==> config.mk <==
export PLATFORM = sky130hd
export DESIGN_NAME = phase_lock_detector
export DESIGN_NICKNAME = d
export VERILOG_FILES = /design/src/rtl/lockdet_pkg.sv /design/src/rtl/lockdet_datapath.sv /design/src/rtl/lockdet_control.sv /design/src/rtl/phase_lock_detector.sv
export SDC_FILE = /design/constraint.sdc
export NUM_CORES = 1
export LEC_CHECK = 0
export ABC_CLOCK_PERIOD_IN_PS = 2450
export CORE_MARGIN = 4
export CORE_UTILIZATION = 30
export DETAILED_ROUTE_END_ITERATION = 10
export DONT_BUFFER_PORTS = 1
export SKIP_LAST_GASP = 1
export SLEW_MARGIN = 10
export SYNTH_ARGS = -nofsm -noshare
export SYNTH_HDL_FRONTEND = slang
export SYNTH_HIERARCHICAL = 1
export SYNTH_SLANG_ARGS = --single-unit
==> constraint.sdc <==
create_clock -name clk -period 2.45 [get_ports clk]
set_clock_uncertainty 0.2 [all_clocks]
set_input_delay 0.3675 -clock clk [delete_from_list [all_inputs] [get_ports clk]]
set_output_delay 0.3675 -clock clk [all_outputs]
set_load 0.01 [all_outputs]
==> src/rtl/lockdet_pkg.sv <==
package lockdet_pkg;

  // Strobes from the pairing control to the error datapath
  typedef struct packed {
    logic startCnt;   // load count with 1 (first edge seen)
    logic stepCnt;    // advance count while waiting
    logic takeCnt;    // capture count as the error
    logic takeZero;   // capture zero (both edges in one cycle)
  } measCtl_t;

  typedef enum logic [1:0] {
    PAIR_IDLE     = 2'd0,
    PAIR_WAIT_FB  = 2'd1,
    PAIR_WAIT_REF = 2'd2
  } pairState_t;

endpackage

==> src/rtl/lockdet_datapath.sv <==
module lockdet_datapath
  import lockdet_pkg::*;
#(
  parameter int ERR_W   = 6,
  parameter int ACQ_CYC = 15,
  parameter int REL_CYC = 25
) (
  input  logic             clk,
  input  logic             rstN,
  input  measCtl_t         ctl,
  output logic [ERR_W-1:0] errCount,
  output logic             curGood,
  output logic             curBad,
  output logic             atMax
);

  localparam logic [ERR_W-1:0] CNT_MAX = {ERR_W{1'b1}};
  localparam logic [ERR_W-1:0] ACQ_V   = ERR_W'(ACQ_CYC);
  localparam logic [ERR_W-1:0] REL_V   = ERR_W'(REL_CYC);
  localparam logic [ERR_W-1:0] ONE_V   = ERR_W'(1);

  logic [ERR_W-1:0] runCnt;
  logic [ERR_W-1:0] measVal;
  logic             takeAny;

  assign takeAny = ctl.takeCnt | ctl.takeZero;
  assign measVal = ctl.takeZero ? '0 : runCnt;
  assign atMax   = (runCnt == CNT_MAX);
  assign curGood = (measVal < ACQ_V);
  assign curBad  = (measVal > REL_V);

  always_ff @(posedge clk) begin
    if (!rstN) begin
      runCnt <= '0;
    end else if (ctl.startCnt) begin
      runCnt <= ONE_V;
    end else if (ctl.stepCnt && !atMax) begin
      runCnt <= runCnt + ONE_V;
    end
  end

  always_ff @(posedge clk) begin
    if (!rstN) begin
      errCount <= '0;
    end else if (takeAny) begin
      errCount <= measVal;
    end
  end

  // errCount moves only on a capture strobe
  assert_err_hold_R2: assert property (@(posedge clk) disable iff (!rstN)
    !takeAny |=> $stable(errCount));

  // the count never wraps past its ceiling
  assert_no_wrap_R3: assert property (@(posedge clk) disable iff (!rstN)
    atMax && !ctl.startCnt |=> atMax || $past(takeAny) || runCnt == ONE_V);

endmodule

==> src/rtl/lockdet_control.sv <==
module lockdet_control
  import lockdet_pkg::*;
#(
  parameter int GOOD_RUN = 3
) (
  input  logic     clk,
  input  logic     rstN,
  input  logic     refEdge,
  input  logic     fbEdge,
  input  logic     curGood,
  input  logic     curBad,
  input  logic     atMax,
  output measCtl_t ctl,
  output logic     lockOut
);

  localparam int RUN_W = $clog2(GOOD_RUN + 1);
  localparam logic [RUN_W-1:0] RUN_TGT = RUN_W'(GOOD_RUN);
  localparam logic [RUN_W-1:0] RUN_ONE = RUN_W'(1);

  pairState_t pairState, pairNext;
  logic [RUN_W-1:0] goodRun, runNext;
  logic captureNow;

  // pairing of reference and feedback strobes
  always_comb begin
    pairNext = pairState;
    ctl      = '0;
    case (pairState)
      PAIR_IDLE: begin
        if (refEdge && fbEdge) begin
          ctl.takeZero = 1'b1;
        end else if (refEdge) begin
          ctl.startCnt = 1'b1;
          pairNext     = PAIR_WAIT_FB;
        end else if (fbEdge) begin
          ctl.startCnt = 1'b1;
          pairNext     = PAIR_WAIT_REF;
        end
      end
      PAIR_WAIT_FB: begin
        if (fbEdge || atMax) begin
          ctl.takeCnt = 1'b1;
          pairNext    = PAIR_IDLE;
        end else begin
          ctl.stepCnt = 1'b1;
        end
      end
      PAIR_WAIT_REF: begin
        if (refEdge || atMax) begin
          ctl.takeCnt = 1'b1;
          pairNext    = PAIR_IDLE;
        end else begin
          ctl.stepCnt = 1'b1;
        end
      end
      default: pairNext = PAIR_IDLE;
    endcase
  end

  always_ff @(posedge clk) begin
    if (!rstN) pairState <= PAIR_IDLE;
    else       pairState <= pairNext;
  end

  assign captureNow = ctl.takeCnt | ctl.takeZero;

  always_comb begin
    if (!curGood)              runNext = '0;
    else if (goodRun == RUN_TGT) runNext = goodRun;
    else                       runNext = goodRun + RUN_ONE;
  end

  always_ff @(posedge clk) begin
    if (!rstN) begin
      goodRun <= '0;
      lockOut <= 1'b0;
    end else if (captureNow) begin
      goodRun <= runNext;
      if (curBad)                   lockOut <= 1'b0;
      else if (runNext == RUN_TGT)  lockOut <= 1'b1;
    end
  end

  assert_lock_rise_R5: assert property (@(posedge clk) disable iff (!rstN)
    $rose(lockOut) |-> $past(captureNow && curGood));

  assert_lock_fall_R9: assert property (@(posedge clk) disable iff (!rstN)
    $fell(lockOut) |-> $past(captureNow && curBad));

  assert_bad_clears_R7: assert property (@(posedge clk) disable iff (!rstN)
    captureNow && curBad |=> !lockOut);

  assert_mid_holds_R8: assert property (@(posedge clk) disable iff (!rstN)
    captureNow && !curGood && !curBad && lockOut |=> lockOut);

  assert_lead_ignored_R4: assert property (@(posedge clk) disable iff (!rstN)
    pairState == PAIR_WAIT_FB && refEdge && !fbEdge && !atMax
      |=> pairState == PAIR_WAIT_FB);

endmodule

==> src/rtl/phase_lock_detector.sv <==
module phase_lock_detector
  import lockdet_pkg::*;
#(
  parameter int ERR_W    = 6,
  parameter int ACQ_CYC  = 15,
  parameter int REL_CYC  = 25,
  parameter int GOOD_RUN = 3
) (
  input  logic             clk,
  input  logic             rstN,
  input  logic             refEdge,
  input  logic             fbEdge,
  output logic             lockOut,
  output logic [ERR_W-1:0] errCount
);

  measCtl_t measCtl;
  logic curGood, curBad, atMax;

  lockdet_control #(.GOOD_RUN(GOOD_RUN)) u_control (
    .clk     (clk),
    .rstN    (rstN),
    .refEdge (refEdge),
    .fbEdge  (fbEdge),
    .curGood (curGood),
    .curBad  (curBad),
    .atMax   (atMax),
    .ctl     (measCtl),
    .lockOut (lockOut)
  );

  lockdet_datapath #(
    .ERR_W   (ERR_W),
    .ACQ_CYC (ACQ_CYC),
    .REL_CYC (REL_CYC)
  ) u_datapath (
    .clk      (clk),
    .rstN     (rstN),
    .ctl      (measCtl),
    .errCount (errCount),
    .curGood  (curGood),
    .curBad   (curBad),
    .atMax    (atMax)
  );

  // simultaneous strobes from idle record a zero error
  assert_zero_pair_R2: assert property (@(posedge clk) disable iff (!rstN)
    measCtl.takeZero |=> errCount == '0);

endmodule

==> qor.csv <==
metric;value;unit
status;finished, final reports clean;
grt_pass1_vias;758;
cts_max_level;1;
rr_worst_depth;8;
vias_per_cell;4.80;
synth_top_cell_area_share;35.9;%
die_w;64.2;um
worst-setup-path-type;reg -> reg;
seqPwrFrac;51.8;%
finalSetupViolations;0;
cp_data_required_time;2.50;ns
synth_area_leaders;dfxtp_1, mux2i_1, ha_1;
power_frac_comb;20.8;%
max_stage_delay;0.38;ns
dp_hpwl;1.45;mm
synth_top_area_cell;dfxtp_1;
drt_pass1_iterations;4;
cp_max_fo;7;
drtAntennaViolNets;0;
tritoncts;built;
cts_sinks;17;
worst_pin_slew;0.307;ns
syn_nets;115;
grt_usage;9.92;%
drive_above_1_share;12.8;%
hold_viol;0;
startpoint_type;flop;
slew_headroom;79.5;%
ys_top_cells_by_count;dfxtp_1, inv_1, mux2i_1, nand2_1, nor2_1;
rsz0062_at_grt;no;
wire_per_inst;12.2;um
synth.most_common_cell;dfxtp_1;
crit_top_cell;and2_4;
clockBufferDepth;2;
dr_wl_met2;857;um
cts_made_buffers;3;
cp-end-kind;flop;
fin_nets;120;
rows;20;
synth_ff_type;dfxtp_1;
num_vias;734;
setup_slack;0.247;ns
maxSlewViolCount;0;
power_density;562;mW/mm^2
wl_met1;883;um
clk_latency;0.30;ns
totalWireLength;1.87;mm
die_y;64.2;um
clkTransAtPathRegs;0.11;ns
syn_area;947;sq um
p_sw_share;31.0;%
port_buffers;0;
power.leakage;0.354;nW
synth_edf_count;0;
cap_violations;0;
seq_area_frac_synth;35.9;%
place_ws;0.209;ns
cts_setup_buffers;0;
synth_warnings;6;
wl_met3;130;um
rrSetupSlack;0.25;ns
dieArea;0.00412;sq mm
hp-class;in -> reg;
grt_pass1_wl;3.25;mm
crit_chain;ha_1 -> and2_4 -> and2_4 -> a21oi_1 -> and2_2 -> inv_1 -> nor4b_4 -> mux2i_1;
syn_to_final_growth;9.38;%
r2r_end;u_datapath/runCnt[5];
min_delay_path_depth;2;
grt_max_degree;12;
finalCritPeriodShare;89.9;%
vdd.ir_drop.worst;264;uV
ys_types;33;
min_period;2.20;ns
initialDrtViolationCount;54;
core;0.00303;sq mm
root_buffer;clkbuf_4;
clock_power_share;27.4;%
totalNegativeSetupSlack;0;ns
avgSynthCellArea;9.02;sq um
internal_power;0.402;mW
max_freq;454;MHz
synth_seq_cells;17;
crit_slowest_cell;dfxtp_1;
min_from;rstN;
async_flop_share;0;%
power.switching;0.180;mW
cp.arrival;2.25;ns
initial_core_util;31.3;%
regToRegStartpoint;u_datapath/runCnt[0];
n_antenna_cell;0;
gp_congestion;0.791;
fillers;321;
top_layer;met3;
antenna_found_initial;0;
drc;0;
netlist_instances;105;
min_to;u_control/pairState[1];
io_pins;11;
grt_overflow;0;
worst max-delay path by stage:
stage / slack, ns / startpoint / to
after floorplan: 0.38 / u_datapath/runCnt[0] / u_datapath/runCnt[5]
after global placement: 0.27 / u_datapath/runCnt[0] / u_datapath/runCnt[5]
after detailed placement: 0.21 / u_datapath/runCnt[0] / u_datapath/runCnt[5]
after CTS: 0.18 / u_datapath/runCnt[0] / u_datapath/runCnt[5]
after global routing: 0.07 / u_datapath/runCnt[0] / u_datapath/runCnt[5]
final: 0.25 / u_datapath/runCnt[0] / u_datapath/runCnt[5]
area by class of cell:
cell class	instances	area, sq um	area share (%)
timing repair buffer	1	7.51	0.725
multi-input combinational	76	562	54.2
clock buffer	3	22.5	2.17
inverter	11	41.3	3.99
tap	44	55.1	5.31
sequential	17	340	32.9
clock inverter	1	7.51	0.725
cells by family (layout without fill, tap and decap cells):
kind of cell	Yosys count	after routing	synth area share [%]
AO/OA/AOI/OAI	23	23	18.1
adder cells (fa/ha/maj)	6	6	7.93
buffers and inverters	12	16	4.89
flip-flops	17	17	35.9
multiplexers	10	10	10.6
AND/OR/NAND/NOR	37	37	22.6
registers in the layout (all words and copies together), names as in the netlist:
signal,count
u_datapath/runCnt,6
u_control/goodRun,2
u_datapath/errCount,6
u_control/lockOut,1
u_control/pairState,2
power groups by stage:
| stage | registers [mW] | logic, mW | clock network (mW) |
|---|---|---|---|
| 5_1_grt | 0.304 | 0.139 | 0.180 |
| 6_report | 0.301 | 0.121 | 0.159 |
| 3_3_place_gp | 0.307 | 0.118 | 0 |
| 4_1_cts | 0.301 | 0.122 | 0.165 |
| 3_5_place_dp | 0.308 | 0.121 | 0 |
| 2_1_floorplan | 0.305 | 0.0980 | 0 |
through the flow:
stage	std cells	power, mW	hold WS, ns	utilization, %	area, sq um
after global routing	153	0.623	0.00808	34.2	1040
final	153	0.582	0.0202	34.2	1040
after floorplan	105	0.403	0.255	-	947
after detailed placement	149	0.429	0.277	33.2	1000
after global placement	149	0.424	0.265	33.2	1000
after CTS	153	0.588	0.0133	34.2	1030
timing repair:
item                       in CTS  in global routing
setup endpoints to repair       0                  1
gates resized for setup         0                  1
hold buffers                    0                  0
cells in the final DEF, fill, tap and decap left out, types with 3 or more instances in the layout:
master / instances
a21oi_1: 6
inv_1: 11
nand2_1: 10
nand3_1: 3
dfxtp_1: 17
nand2b_1: 3
clkbuf_4: 3
nor2_1: 7
ha_1: 6
mux2i_1: 10
critical path, delay by kind of cell, from the launching register on:
| family | cells | cell delay (ns) |
|---|---|---|
| and+or+nand+nor | 4 | 0.87 |
| muxes | 1 | 0.20 |
| adders and majority gates | 1 | 0.26 |
| buffers and inverters | 1 | 0.09 |
| DFF | 1 | 0.38 |
| AOI/OAI and AO/OA | 1 | 0.14 |
metal layers:
metal	global-route usage, %	vias up
met1	12.4	338
li1	-	378
met2	16.3	18
met4	1.58	0
met5	0	-
met3	4.04	0
(Power assumes the default switching activity.)
